--- src/rtl/spi_pkt_master.sv ---
module spi_pkt_master #(
  parameter int FIFO_WORDS = 8,
  parameter int SCK_HALF   = 2,
  parameter int CS_SETUP   = 2,
  parameter int CS_HOLD    = 2
) (
  input  logic        clk,
  input  logic        rst_n,
  input  logic        reg_wr,
  input  logic        reg_rd,
  input  logic [2:0]  reg_addr,
  input  logic [31:0] reg_wdata,
  output logic [31:0] reg_rdata,
  output logic        irq,
  output logic        spi_sclk,
  output logic        spi_cs_n,
  output logic        spi_mosi,
  input  logic        spi_miso
);

  localparam int PW = (FIFO_WORDS > 1) ? $clog2(FIFO_WORDS) : 1;
  localparam int CW = PW + 1;
  localparam int TW = $clog2(SCK_HALF + CS_SETUP + CS_HOLD + 1);
  localparam logic [2:0] A_CFG = 3'd0, A_CMD = 3'd1, A_TXD = 3'd2, A_RXD = 3'd3, A_STAT = 3'd4;

  typedef enum logic [2:0] {S_IDLE, S_SETUP, S_SHIFT, S_HOLD, S_PAUSE} eng_t;

  eng_t        state;
  logic [9:0]  len_m1;
  logic [7:0]  loop_m1;
  logic        pause_en, tx_msb, rx_msb, fin_ie, pse_ie;
  logic        flag, paused_end;

  logic [31:0] tx_mem [FIFO_WORDS];
  logic [31:0] rx_mem [FIFO_WORDS];
  logic [PW-1:0] tx_wp, tx_rp, rx_wp, rx_rp;
  logic [CW-1:0] tx_cnt, rx_cnt;

  logic [TW-1:0] tmr;
  logic        sclk_r;
  logic [2:0]  bit_idx;
  logic [18:0] byte_cnt, tot_r, tot_next;
  logic [7:0]  rx_byte;
  logic [31:0] rx_acc;

  logic eng_idle, eng_paused;
  assign eng_idle   = (state == S_IDLE);
  assign eng_paused = (state == S_PAUSE);

  wire cmd_wr  = reg_wr && reg_addr == A_CMD;
  wire do_srst = cmd_wr && reg_wdata[2];
  wire do_act  = cmd_wr && reg_wdata[0] && !reg_wdata[2] && state == S_IDLE;
  wire do_res  = cmd_wr && reg_wdata[1] && !reg_wdata[2] && state == S_PAUSE;
  wire stat_rd = reg_rd && reg_addr == A_STAT;

  wire [1:0]  lane    = byte_cnt[1:0];
  wire [31:0] tx_head = tx_mem[tx_rp];
  wire [7:0]  tx_byte = (tx_cnt != '0) ? tx_head[{lane, 3'b000} +: 8] : 8'h00;
  wire        tx_bit  = tx_msb ? tx_byte[~bit_idx] : tx_byte[bit_idx];

  wire tick     = (tmr == TW'(SCK_HALF - 1));
  wire bit_end  = (state == S_SHIFT) && tick && sclk_r;
  wire byte_end = bit_end && (bit_idx == 3'd7);
  wire last     = (byte_cnt + 19'd1 == tot_r);
  wire word_end = byte_end && (lane == 2'd3 || last);
  wire [31:0] rx_word = rx_acc | (32'(rx_byte) << {lane, 3'b000});

  wire push_tx = reg_wr && reg_addr == A_TXD && tx_cnt != CW'(FIFO_WORDS);
  wire pop_tx  = word_end && tx_cnt != '0;
  wire push_rx = word_end && rx_cnt != CW'(FIFO_WORDS);
  wire pop_rx  = reg_rd && reg_addr == A_RXD && rx_cnt != '0;

  assign tot_next = (19'(len_m1) + 19'd1) * (19'(loop_m1) + 19'd1);

  assign spi_sclk = sclk_r;
  assign spi_cs_n = (state == S_IDLE);
  assign spi_mosi = (state == S_SHIFT) && tx_bit;
  assign irq      = flag && (paused_end ? pse_ie : fin_ie);

  always_comb begin
    case (reg_addr)
      A_CFG:   reg_rdata = {6'b0, len_m1, loop_m1, 8'b0};
      A_CMD:   reg_rdata = {14'b0, pse_ie, fin_ie, 2'b0, rx_msb, tx_msb, 7'b0, pause_en, 4'b0};
      A_RXD:   reg_rdata = (rx_cnt != '0) ? rx_mem[rx_rp] : 32'h0;
      A_STAT:  reg_rdata = {30'b0, paused_end, flag};
      default: reg_rdata = 32'h0;
    endcase
  end

  always_ff @(posedge clk or negedge rst_n) begin
    if (!rst_n) begin
      len_m1 <= '0; loop_m1 <= '0;
      pause_en <= 1'b0; tx_msb <= 1'b0; rx_msb <= 1'b0; fin_ie <= 1'b0; pse_ie <= 1'b0;
    end else begin
      if (reg_wr && reg_addr == A_CFG) begin
        len_m1  <= reg_wdata[25:16];
        loop_m1 <= reg_wdata[15:8];
      end
      if (cmd_wr) begin
        pause_en <= reg_wdata[4];
        tx_msb   <= reg_wdata[12];
        rx_msb   <= reg_wdata[13];
        fin_ie   <= reg_wdata[16];
        pse_ie   <= reg_wdata[17];
      end
    end
  end

  always_ff @(posedge clk) begin
    if (push_tx) tx_mem[tx_wp] <= reg_wdata;
    if (push_rx) rx_mem[rx_wp] <= rx_word;
  end

  always_ff @(posedge clk or negedge rst_n) begin
    if (!rst_n) begin
      tx_wp <= '0; tx_rp <= '0; tx_cnt <= '0;
      rx_wp <= '0; rx_rp <= '0; rx_cnt <= '0;
    end else if (do_srst) begin
      tx_wp <= '0; tx_rp <= '0; tx_cnt <= '0;
      rx_wp <= '0; rx_rp <= '0; rx_cnt <= '0;
    end else begin
      if (push_tx) tx_wp <= (tx_wp == PW'(FIFO_WORDS - 1)) ? '0 : tx_wp + 1'b1;
      if (pop_tx)  tx_rp <= (tx_rp == PW'(FIFO_WORDS - 1)) ? '0 : tx_rp + 1'b1;
      tx_cnt <= tx_cnt + CW'(push_tx) - CW'(pop_tx);
      if (push_rx) rx_wp <= (rx_wp == PW'(FIFO_WORDS - 1)) ? '0 : rx_wp + 1'b1;
      if (pop_rx)  rx_rp <= (rx_rp == PW'(FIFO_WORDS - 1)) ? '0 : rx_rp + 1'b1;
      rx_cnt <= rx_cnt + CW'(push_rx) - CW'(pop_rx);
    end
  end

  always_ff @(posedge clk or negedge rst_n) begin
    if (!rst_n) begin
      state <= S_IDLE; tmr <= '0; sclk_r <= 1'b0; bit_idx <= '0;
      byte_cnt <= '0; tot_r <= 19'd1; rx_byte <= '0; rx_acc <= '0;
      flag <= 1'b0; paused_end <= 1'b0;
    end else if (do_srst) begin
      state <= S_IDLE; tmr <= '0; sclk_r <= 1'b0; bit_idx <= '0;
      byte_cnt <= '0; rx_acc <= '0;
      flag <= 1'b0; paused_end <= 1'b0;
    end else begin
      if (stat_rd) flag <= 1'b0;
      case (state)
        S_IDLE: if (do_act) begin
          state <= S_SETUP; tmr <= '0; bit_idx <= '0;
          byte_cnt <= '0; rx_acc <= '0; tot_r <= tot_next;
        end
        S_SETUP: if (tmr == TW'(CS_SETUP - 1)) begin
          state <= S_SHIFT; tmr <= '0;
        end else tmr <= tmr + 1'b1;
        S_SHIFT: if (tick) begin
          tmr <= '0;
          if (!sclk_r) begin
            sclk_r <= 1'b1;
            rx_byte[rx_msb ? ~bit_idx : bit_idx] <= spi_miso;
          end else begin
            sclk_r  <= 1'b0;
            bit_idx <= bit_idx + 1'b1;
            if (bit_idx == 3'd7) begin
              byte_cnt <= byte_cnt + 19'd1;
              rx_acc   <= word_end ? 32'h0 : rx_word;
              if (last) begin
                if (pause_en) begin
                  state <= S_PAUSE; flag <= 1'b1; paused_end <= 1'b1;
                end else state <= S_HOLD;
              end
            end
          end
        end else tmr <= tmr + 1'b1;
        S_HOLD: if (tmr == TW'(CS_HOLD - 1)) begin
          state <= S_IDLE; tmr <= '0; flag <= 1'b1; paused_end <= 1'b0;
        end else tmr <= tmr + 1'b1;
        S_PAUSE: if (do_res) begin
          state <= S_SHIFT; tmr <= '0; bit_idx <= '0;
          byte_cnt <= '0; rx_acc <= '0; tot_r <= tot_next;
        end
        default: state <= S_IDLE;
      endcase
    end
  end

endmodule

--- config.mk ---
export PLATFORM = sky130hd
export DESIGN_NAME = spi_pkt_master
export DESIGN_NICKNAME = d
export VERILOG_FILES = /design/src/rtl/spi_pkt_master.sv
export SDC_FILE = /design/constraint.sdc
export NUM_CORES = 1
export LEC_CHECK = 0
export BUFFER_PORTS_ARGS = -buffer_cell sky130_fd_sc_hd__buf_4
export CAP_MARGIN = 20
export CELL_PAD_IN_SITES_DETAIL_PLACEMENT = 0
export CELL_PAD_IN_SITES_GLOBAL_PLACEMENT = 1
export CORE_UTILIZATION = 57
export CTS_CLUSTER_SIZE = 12
export DETAILED_ROUTE_END_ITERATION = 8
export GPL_ROUTABILITY_DRIVEN = 1
export PLACE_DENSITY = 0.91
export SLEW_MARGIN = 40
export SYNTH_ARGS = -nofsm -noshare
export SYNTH_HDL_FRONTEND = slang
export SYNTH_SLANG_ARGS = --single-unit
--- constraint.sdc ---
create_clock -name clk -period 10.5 [get_ports clk]
set_input_delay 1.575 -clock clk [delete_from_list [all_inputs] [get_ports clk]]
set_output_delay 1.575 -clock clk [all_outputs]
set_load 0.01 [all_outputs]
* Word-level counts from Yosys, hierarchy flattened
Memories as Yosys holds them, arrays and structs flattened. Index checks and enable logic that the tools add are counted.
Word-level totals: input port bits 40, register bits 133, memories 2, RAM bits 512
Operators by class: reductions and logical operators 48, equal/unequal tests 29, $add $sub $neg 13, bitwise gates (word level) 4, multiplexer cells 90, shift-type cells 2, multipliers 1, order comparisons 4
Memories:
- rx_mem | depth 8, width 32, read ports 1, clocked after Yosys merged registers in 0, write ports 1, RTL line 35 | logic [31:0] rx_mem [FIFO_WORDS];
- tx_mem | depth 8, width 32, read ports 1, clocked after Yosys merged registers in 0, write ports 1, RTL line 34 | logic [31:0] tx_mem [FIFO_WORDS];
Operators with widths (number):
- 32-bit two-way mux | 8
- 19-bit two-way mux | 8
- 32-bit one-hot mux with 4 select lines | 1
- 32-bit one-hot mux with 3 select lines | 1
- 3-bit two-way mux | 30
- 19-bit one-hot mux with 3 select lines | 1
- 19-bit one-hot mux with 2 select lines | 1
- 32-bit OR | 1
- 32-bit by 6-bit indexed part select with 8-bit output | 1
- 8-bit by 5-bit left shift with 32-bit output | 1
- 1-bit two-way mux | 28
- 1-bit logical AND | 23
- 3-bit equality test (second input constant) | 7
- 19-bit by 1-bit adder with 19-bit output (second input constant) | 1
- 19-bit equality test | 1
- 11-bit by 9-bit multiplier with 19-bit output | 1
- 3-bit by 1-bit adder with 3-bit output (second input constant) | 6
- 3-bit inequality test (second input constant) | 6
- 3-bit one-hot mux with 3 select lines | 2
- 4-bit nonzero test | 4
- 3-bit one-hot mux with 5 select lines | 1
- 2-bit nonzero test | 7
- 3-bit by 2-bit equality test with 1-bit output (second input constant) | 4
- 3-bit by 4-bit < comparator with 1-bit output (second input constant) | 3
- 31 further kinds | 44

* Depth between registers and ports, before layout
depth in word-level cells 11, gate-level depth with buffers 22, gate-level depth less buffers 22

* Worst setup path before layout
Ideal clock, no wire load.
kind flip-flop to flip-flop, start register byte_cnt[0], end memory rx_mem[0][0], enable pin, cell stages (with the launch flop) 12, arrival time 5.551 ns, clock period less this slack 6.053 ns, path slack 4.447 ns, library setup time 0.502 ns, cells stage by stage dfrtp_1 -> ha_1 -> buf_2 -> nand3_1 -> nor4_1 -> xnor2_1 -> or4_4 -> nor4_4 -> o21ai_2 -> a21oi_4 -> inv_4 -> nor4_1
Between the ends: cells in the longest elaborated chain, start to end 7, elaborated cells between the ends (all ways) 8, classes of those cells add/sub (1); eq/ne (2); mux (2); reduce/logical (3)
Ends and longest elaborated chain:
- from (decl) | RTL line 42 | logic [18:0] byte_cnt, tot_r, tot_next;
- from (signal assigned) | RTL line 159 | byte_cnt <= byte_cnt + 19'd1;
- 19-bit by 1-bit adder with 19-bit output | RTL line 64 | wire last = (byte_cnt + 19'd1 == tot_r);
- 19-bit equality test | RTL line 64
- 1-bit logical OR (*) | RTL line 65 | wire word_end = byte_end && (lane == 2'd3 || last);
- 1-bit logical AND (*) | RTL line 65
- 1-bit logical AND (*) | RTL line 70 | wire push_rx = word_end && rx_cnt != CW'(FIFO_WORDS);
- 1-bit two-way mux (*) | RTL line 111 | if (push_rx) rx_mem[rx_wp] <= rx_word;
- 1-bit two-way mux (implied by the code) (*) | RTL line 111
- to (decl) | RTL line 35
Mark *: on every way between the ends. The rest lies on a longest branch, timed or not.

* Final worst setup path
start register loop_m1[0], end register tot_r[16]
Between the ends: cells in the longest elaborated chain, start to end 4, elaborated cells between the ends (all ways) 5, classes of those cells add/sub (1); mul (1); mux (3)
Ends and longest elaborated chain:
- from (decl) | RTL line 30 | logic [7:0] loop_m1;
- from (signal assigned) | RTL line 97 | loop_m1 <= reg_wdata[15:8];
- 8-bit by 1-bit adder with 9-bit output (*) | RTL line 73 | assign tot_next = (19'(len_m1) + 19'd1) * (19'(loop_m1) + 19'd1);
- 11-bit by 9-bit multiplier with 19-bit output (*) | RTL line 73
- 19-bit two-way mux, on equally long branches | RTL line 172, 143
- 19-bit one-hot mux with 2 select lines (*) | RTL line 142 | case (state)
- to (signal assigned) | RTL line 134 | byte_cnt <= '0; tot_r <= 19'd1; rx_byte <= '0; rx_acc <= '0;
- to (signal assigned) | RTL line 145 | byte_cnt <= '0; rx_acc <= '0; tot_r <= tot_next;
- to (signal assigned) | RTL line 174 | byte_cnt <= '0; rx_acc <= '0; tot_r <= tot_next;
- to (decl) | RTL line 42
Mark *: on every way between the ends. The rest lies on a longest branch, timed or not. The select of a mux whose other input is x is not followed. A chain may end at the register's enable or synchronous reset.

==> flow_summary.yaml <==
logic_synthesis:
  synth_top_cell_area_share_pct: 51.1
  synthesis.instances: 2042
  synth_edf_count: 512
  synth.area.top_cells: "sky130_fd_sc_hd__edfxtp_1 (51%), sky130_fd_sc_hd__dfrtp_1 (11%), sky130_fd_sc_hd__mux4_2 (9.6%), sky130_fd_sc_hd__fa_1 (4.3%), sky130_fd_sc_hd__ha_1 (2.6%)"
  synthFlopType: "sky130_fd_sc_hd__edfxtp_1"
  yosys_warnings: 0
  async_flop_share_pct: 20.6
  ys_ff_latch: 645
  largest_area_contributor_in_the_netlist: "sky130_fd_sc_hd__edfxtp_1"
  synth.cell_area_mm2: 0.0301
  avgSynthCellArea_um2: 14.7
  ys_types: 66
  synth_seq_area_share_pct: 62.2
  syn_nets: 2210
critical_path:
  worst-r2r-cell-count: 20
  timing.critical_path.required_ns: 10.95
  critical_path.endpoint_type: "flip-flop"
  critical_path.startpoint_type: "flip-flop"
  worst_r2r_startpoint: "loop_m1[0]"
  critPathLaunch: "loop_m1[0]"
  timing.critical_path.fanout_max: 16
  worstPathArrival_ns: 6.49
  critical_path.reg2reg.endpoint: "tot_r[16]"
  critical_path_class: "reg -> reg"
  ff2ff_setup_slack_ns: 4.47
global_routing:
  grt_start_max_net_pins: 85
  groute.usage.overall_pct: 26.7
  grt_first_pass_wirelength_um: 107000
  grt_pass1_vias: 18400
  grt.overflow.total: 0
  antenna_violations_before_repair: 0
clocking:
  clock_tree.htree_level_count: 3
  worstSkewPairLatency_ns: 0.63
  numCtsBuffers: 68
  ctsHoldBuffers: 0
  cts_buffer_depth: 3
  cts_setup_buffers: 0
  post_cts.resized_instances: 0
  cts_tree: "built"
  clkSlewWorstSetupHoldPaths_ns: 0.06
  cts.sinks: 645
  clock-root-buffer: "sky130_fd_sc_hd__clkbuf_16"
worst_hold_path:
  hold-path-cell-count: 2
  hold_end: "tot_r[0]"
  worstHoldStart: "tot_r[0]"
  holdCritPathClass: "reg -> reg"
timing:
  max_freq_ghz: 0.166
  timing.max_slew.rel_slack_pct: 41.6
  finalSetupTns_ns: 0
  timing.clock.skew_ns: 0.0573
  timing.final.crit_period_ns: 6.03
  timing_hold_violations_final: 0
  final.period_utilization_pct: 57.5
  max_slew_violation_total_from_the_final_report: 0
  worstMarginPinSlew_ns: 0.874
  rsz0062_at_grt: "false"
  hold-worst-slack_ns: 0.491
  setup_viol_count_final: 0
placed_design:
  post-dp-hpwl_um: 43100
  area_of_placed_instances_mm2: 0.0314
  buffer_ports.inserted: 75
  place_congestion: 0.890
status:
  outcome: "complete, no violations"
pwr:
  static-leakage-power_nw: 12.3
  total_switching_power_mw: 2.87
  pwr-share-clk_pct: 27.4
  power.share.combinational_pct: 35.2
  seq_power_share_pct: 37.4
  power.internal_mw: 5.45
  p_per_cell_area_mw_per_mm2: 248
  power.share.switching_pct: 34.5
  vdd_drop_max_uv: 246
  total_power_mw: 8.33
detailed_routing:
  drc: 0
  routed_wire_length_per_instance_um: 24.5
  drt_wl_total_um: 69400
  detailedRoute.firstIterationViolations: 2069
  firstDrtPassIters: 6
  via_count: 17900
  postRouteAntennaNets: 0
  viasPerCell: 6.33
cells_and_area:
  syn2layout_area_growth_pct: 11.7
  finalCoreUtilization_pct: 64.9
  post-route-cell-area_mm2: 0.0336
  fraction_of_layout_cells_with_a_size_suffix_above_1_pct: 19.3
  nNetsFinal: 2268
  fillers: 3500
  num_antenna_cells: 0
flow_run:
  drv.max_cap_violation_count: 0
die:
  core_area_mm2: 0.0517
  rows: 83
  pin_count: 76
  chip_height_um: 232
  initial_utilization_pct: 58.1
  die_area_mm2: 0.0537
  dieWidth_um: 232
stage by stage:
step	cells	setup slack, ns
after CTS	2832	4.49
after global placement	2709	4.75
after floorplan	2042	4.45
after detailed placement	2710	4.53
final	2832	4.47
after global routing	2832	4.12
per-layer routing:
metal | share of wire [%] | global-route usage [%]
met4 | 3.3 | 10.3
met5 | 0 | 0
met2 | 49 | 43.4
met1 | 39 | 35.7
met3 | 9.2 | 5.44
registers in the layout, summed over array words and instances (netlist names), 4 cells and up:
| signal | flops |
|---|---|
| byte_cnt | 19 |
| tot_r | 19 |
| rx_mem | 256 |
| len_m1 | 10 |
| rx_byte | 8 |
| tx_cnt | 4 |
| loop_m1 | 8 |
| rx_cnt | 4 |
| rx_acc | 32 |
| tx_mem | 256 |
how the worst max path moves through the flow:
stage                   end  slack, ns
5_1_grt           tot_r[16]       4.12
3_3_place_gp      tot_r[16]       4.75
6_report          tot_r[16]       4.47
4_1_cts           tot_r[18]       4.49
3_5_place_dp      tot_r[16]       4.53
2_1_floorplan  rx_mem[0][0]       4.45
synthesized netlist by cell type (7+ instances only):
master	n
sky130_fd_sc_hd__edfxtp_1	512
sky130_fd_sc_hd__nor2_1	168
sky130_fd_sc_hd__dfrtp_1	132
sky130_fd_sc_hd__mux4_2	128
sky130_fd_sc_hd__nand2_1	115
sky130_fd_sc_hd__inv_1	112
sky130_fd_sc_hd__clkbuf_1	82
sky130_fd_sc_hd__o21ai_0	80
sky130_fd_sc_hd__a21oi_1	66
sky130_fd_sc_hd__fa_1	65
sky130_fd_sc_hd__ha_1	63
sky130_fd_sc_hd__o22ai_1	48
sky130_fd_sc_hd__xnor2_1	42
sky130_fd_sc_hd__a21o_1	40
sky130_fd_sc_hd__mux2i_1	40
sky130_fd_sc_hd__nand3_1	34
sky130_fd_sc_hd__nand2b_1	30
sky130_fd_sc_hd__mux2_2	27
sky130_fd_sc_hd__nor3_1	24
sky130_fd_sc_hd__or2_2	22
sky130_fd_sc_hd__xor2_1	21
sky130_fd_sc_hd__buf_1	19
sky130_fd_sc_hd__and2_1	13
sky130_fd_sc_hd__and3_1	12
sky130_fd_sc_hd__a31oi_1	11
sky130_fd_sc_hd__buf_2	10
sky130_fd_sc_hd__nor4_1	10
sky130_fd_sc_hd__nor2b_1	9
sky130_fd_sc_hd__o31ai_1	8
sky130_fd_sc_hd__o41ai_1	8
sky130_fd_sc_hd__a22oi_1	7
sky130_fd_sc_hd__nand4_1	7
worst max-delay path: stages (launching register included):
cell                      delay [ns]
sky130_fd_sc_hd__dfrtp_1        0.69
sky130_fd_sc_hd__ha_1           0.34
sky130_fd_sc_hd__nand2_1        0.07
sky130_fd_sc_hd__nor2_1         0.21
sky130_fd_sc_hd__nand3_1        0.40
sky130_fd_sc_hd__or2_2          0.44
sky130_fd_sc_hd__fa_1           0.46
sky130_fd_sc_hd__fa_1           0.49
sky130_fd_sc_hd__inv_1          0.05
sky130_fd_sc_hd__fa_1           0.47
sky130_fd_sc_hd__inv_1          0.05
sky130_fd_sc_hd__fa_1           0.47
sky130_fd_sc_hd__inv_1          0.04
sky130_fd_sc_hd__ha_1           0.32
sky130_fd_sc_hd__nand2_1        0.08
sky130_fd_sc_hd__a21oi_1        0.05
sky130_fd_sc_hd__o31ai_1        0.59
sky130_fd_sc_hd__o21ai_0        0.24
sky130_fd_sc_hd__o22ai_1        0.19
sky130_fd_sc_hd__xnor2_1        0.13
sky130_fd_sc_hd__o21ai_0        0.09
layout make-up:
type / count / area [µm²] / area share [%]
clock inverter: 14 / 218 / 0.649
inverter: 113 / 427 / 1.27
sequential: 645 / 18700 / 55.8
timing repair buffer: 102 / 787 / 2.34
multi-input combinational: 1170 / 10700 / 31.8
clock buffer: 108 / 1890 / 5.64
tap: 680 / 851 / 2.53
power groups by stage:
stage	combinational, mW	clock [mW]	sequential, mW
5_1_grt	3.33	2.40	3.13
4_1_cts	2.94	2.31	3.11
2_1_floorplan	2.31	0	3.04
6_report	2.93	2.28	3.12
3_5_place_dp	2.91	0	3.16
3_3_place_gp	2.83	0	3.15
placed cells by master (no fill, tap or decap), types with 9 or more instances in the layout:
cell,n
sky130_fd_sc_hd__nor2b_1,9
sky130_fd_sc_hd__nand2_1,114
sky130_fd_sc_hd__and2_1,11
sky130_fd_sc_hd__nand2b_1,30
sky130_fd_sc_hd__fa_1,65
sky130_fd_sc_hd__inv_1,112
sky130_fd_sc_hd__dfrtp_1,125
sky130_fd_sc_hd__xor2_1,18
sky130_fd_sc_hd__edfxtp_1,512
sky130_fd_sc_hd__a21oi_1,65
sky130_fd_sc_hd__xnor2_1,39
sky130_fd_sc_hd__ha_1,63
sky130_fd_sc_hd__mux2_2,27
sky130_fd_sc_hd__clkbuf_16,69
sky130_fd_sc_hd__nor2_1,162
sky130_fd_sc_hd__a31oi_1,11
sky130_fd_sc_hd__or2_2,22
sky130_fd_sc_hd__nor3_1,18
sky130_fd_sc_hd__mux4_2,128
sky130_fd_sc_hd__and3_1,12
sky130_fd_sc_hd__o21ai_0,80
sky130_fd_sc_hd__buf_4,97
sky130_fd_sc_hd__clkbuf_1,37
sky130_fd_sc_hd__a21o_1,40
sky130_fd_sc_hd__mux2i_1,40
sky130_fd_sc_hd__nand3_1,33
sky130_fd_sc_hd__o22ai_1,48
logic make-up after synthesis:
family	count (synthesis)	synth area share, %
flip-flops	645	62.2
AND/OR/NAND/NOR	486	8.01
AO/OA/AOI/OAI	298	6.13
buffers and inverters	227	2.92
multiplexers	195	11.9
adder cells (fa/ha/maj)	128	6.95
XOR/XNOR	63	1.84
No activity file was read; power rests on OpenSTA's default activity.
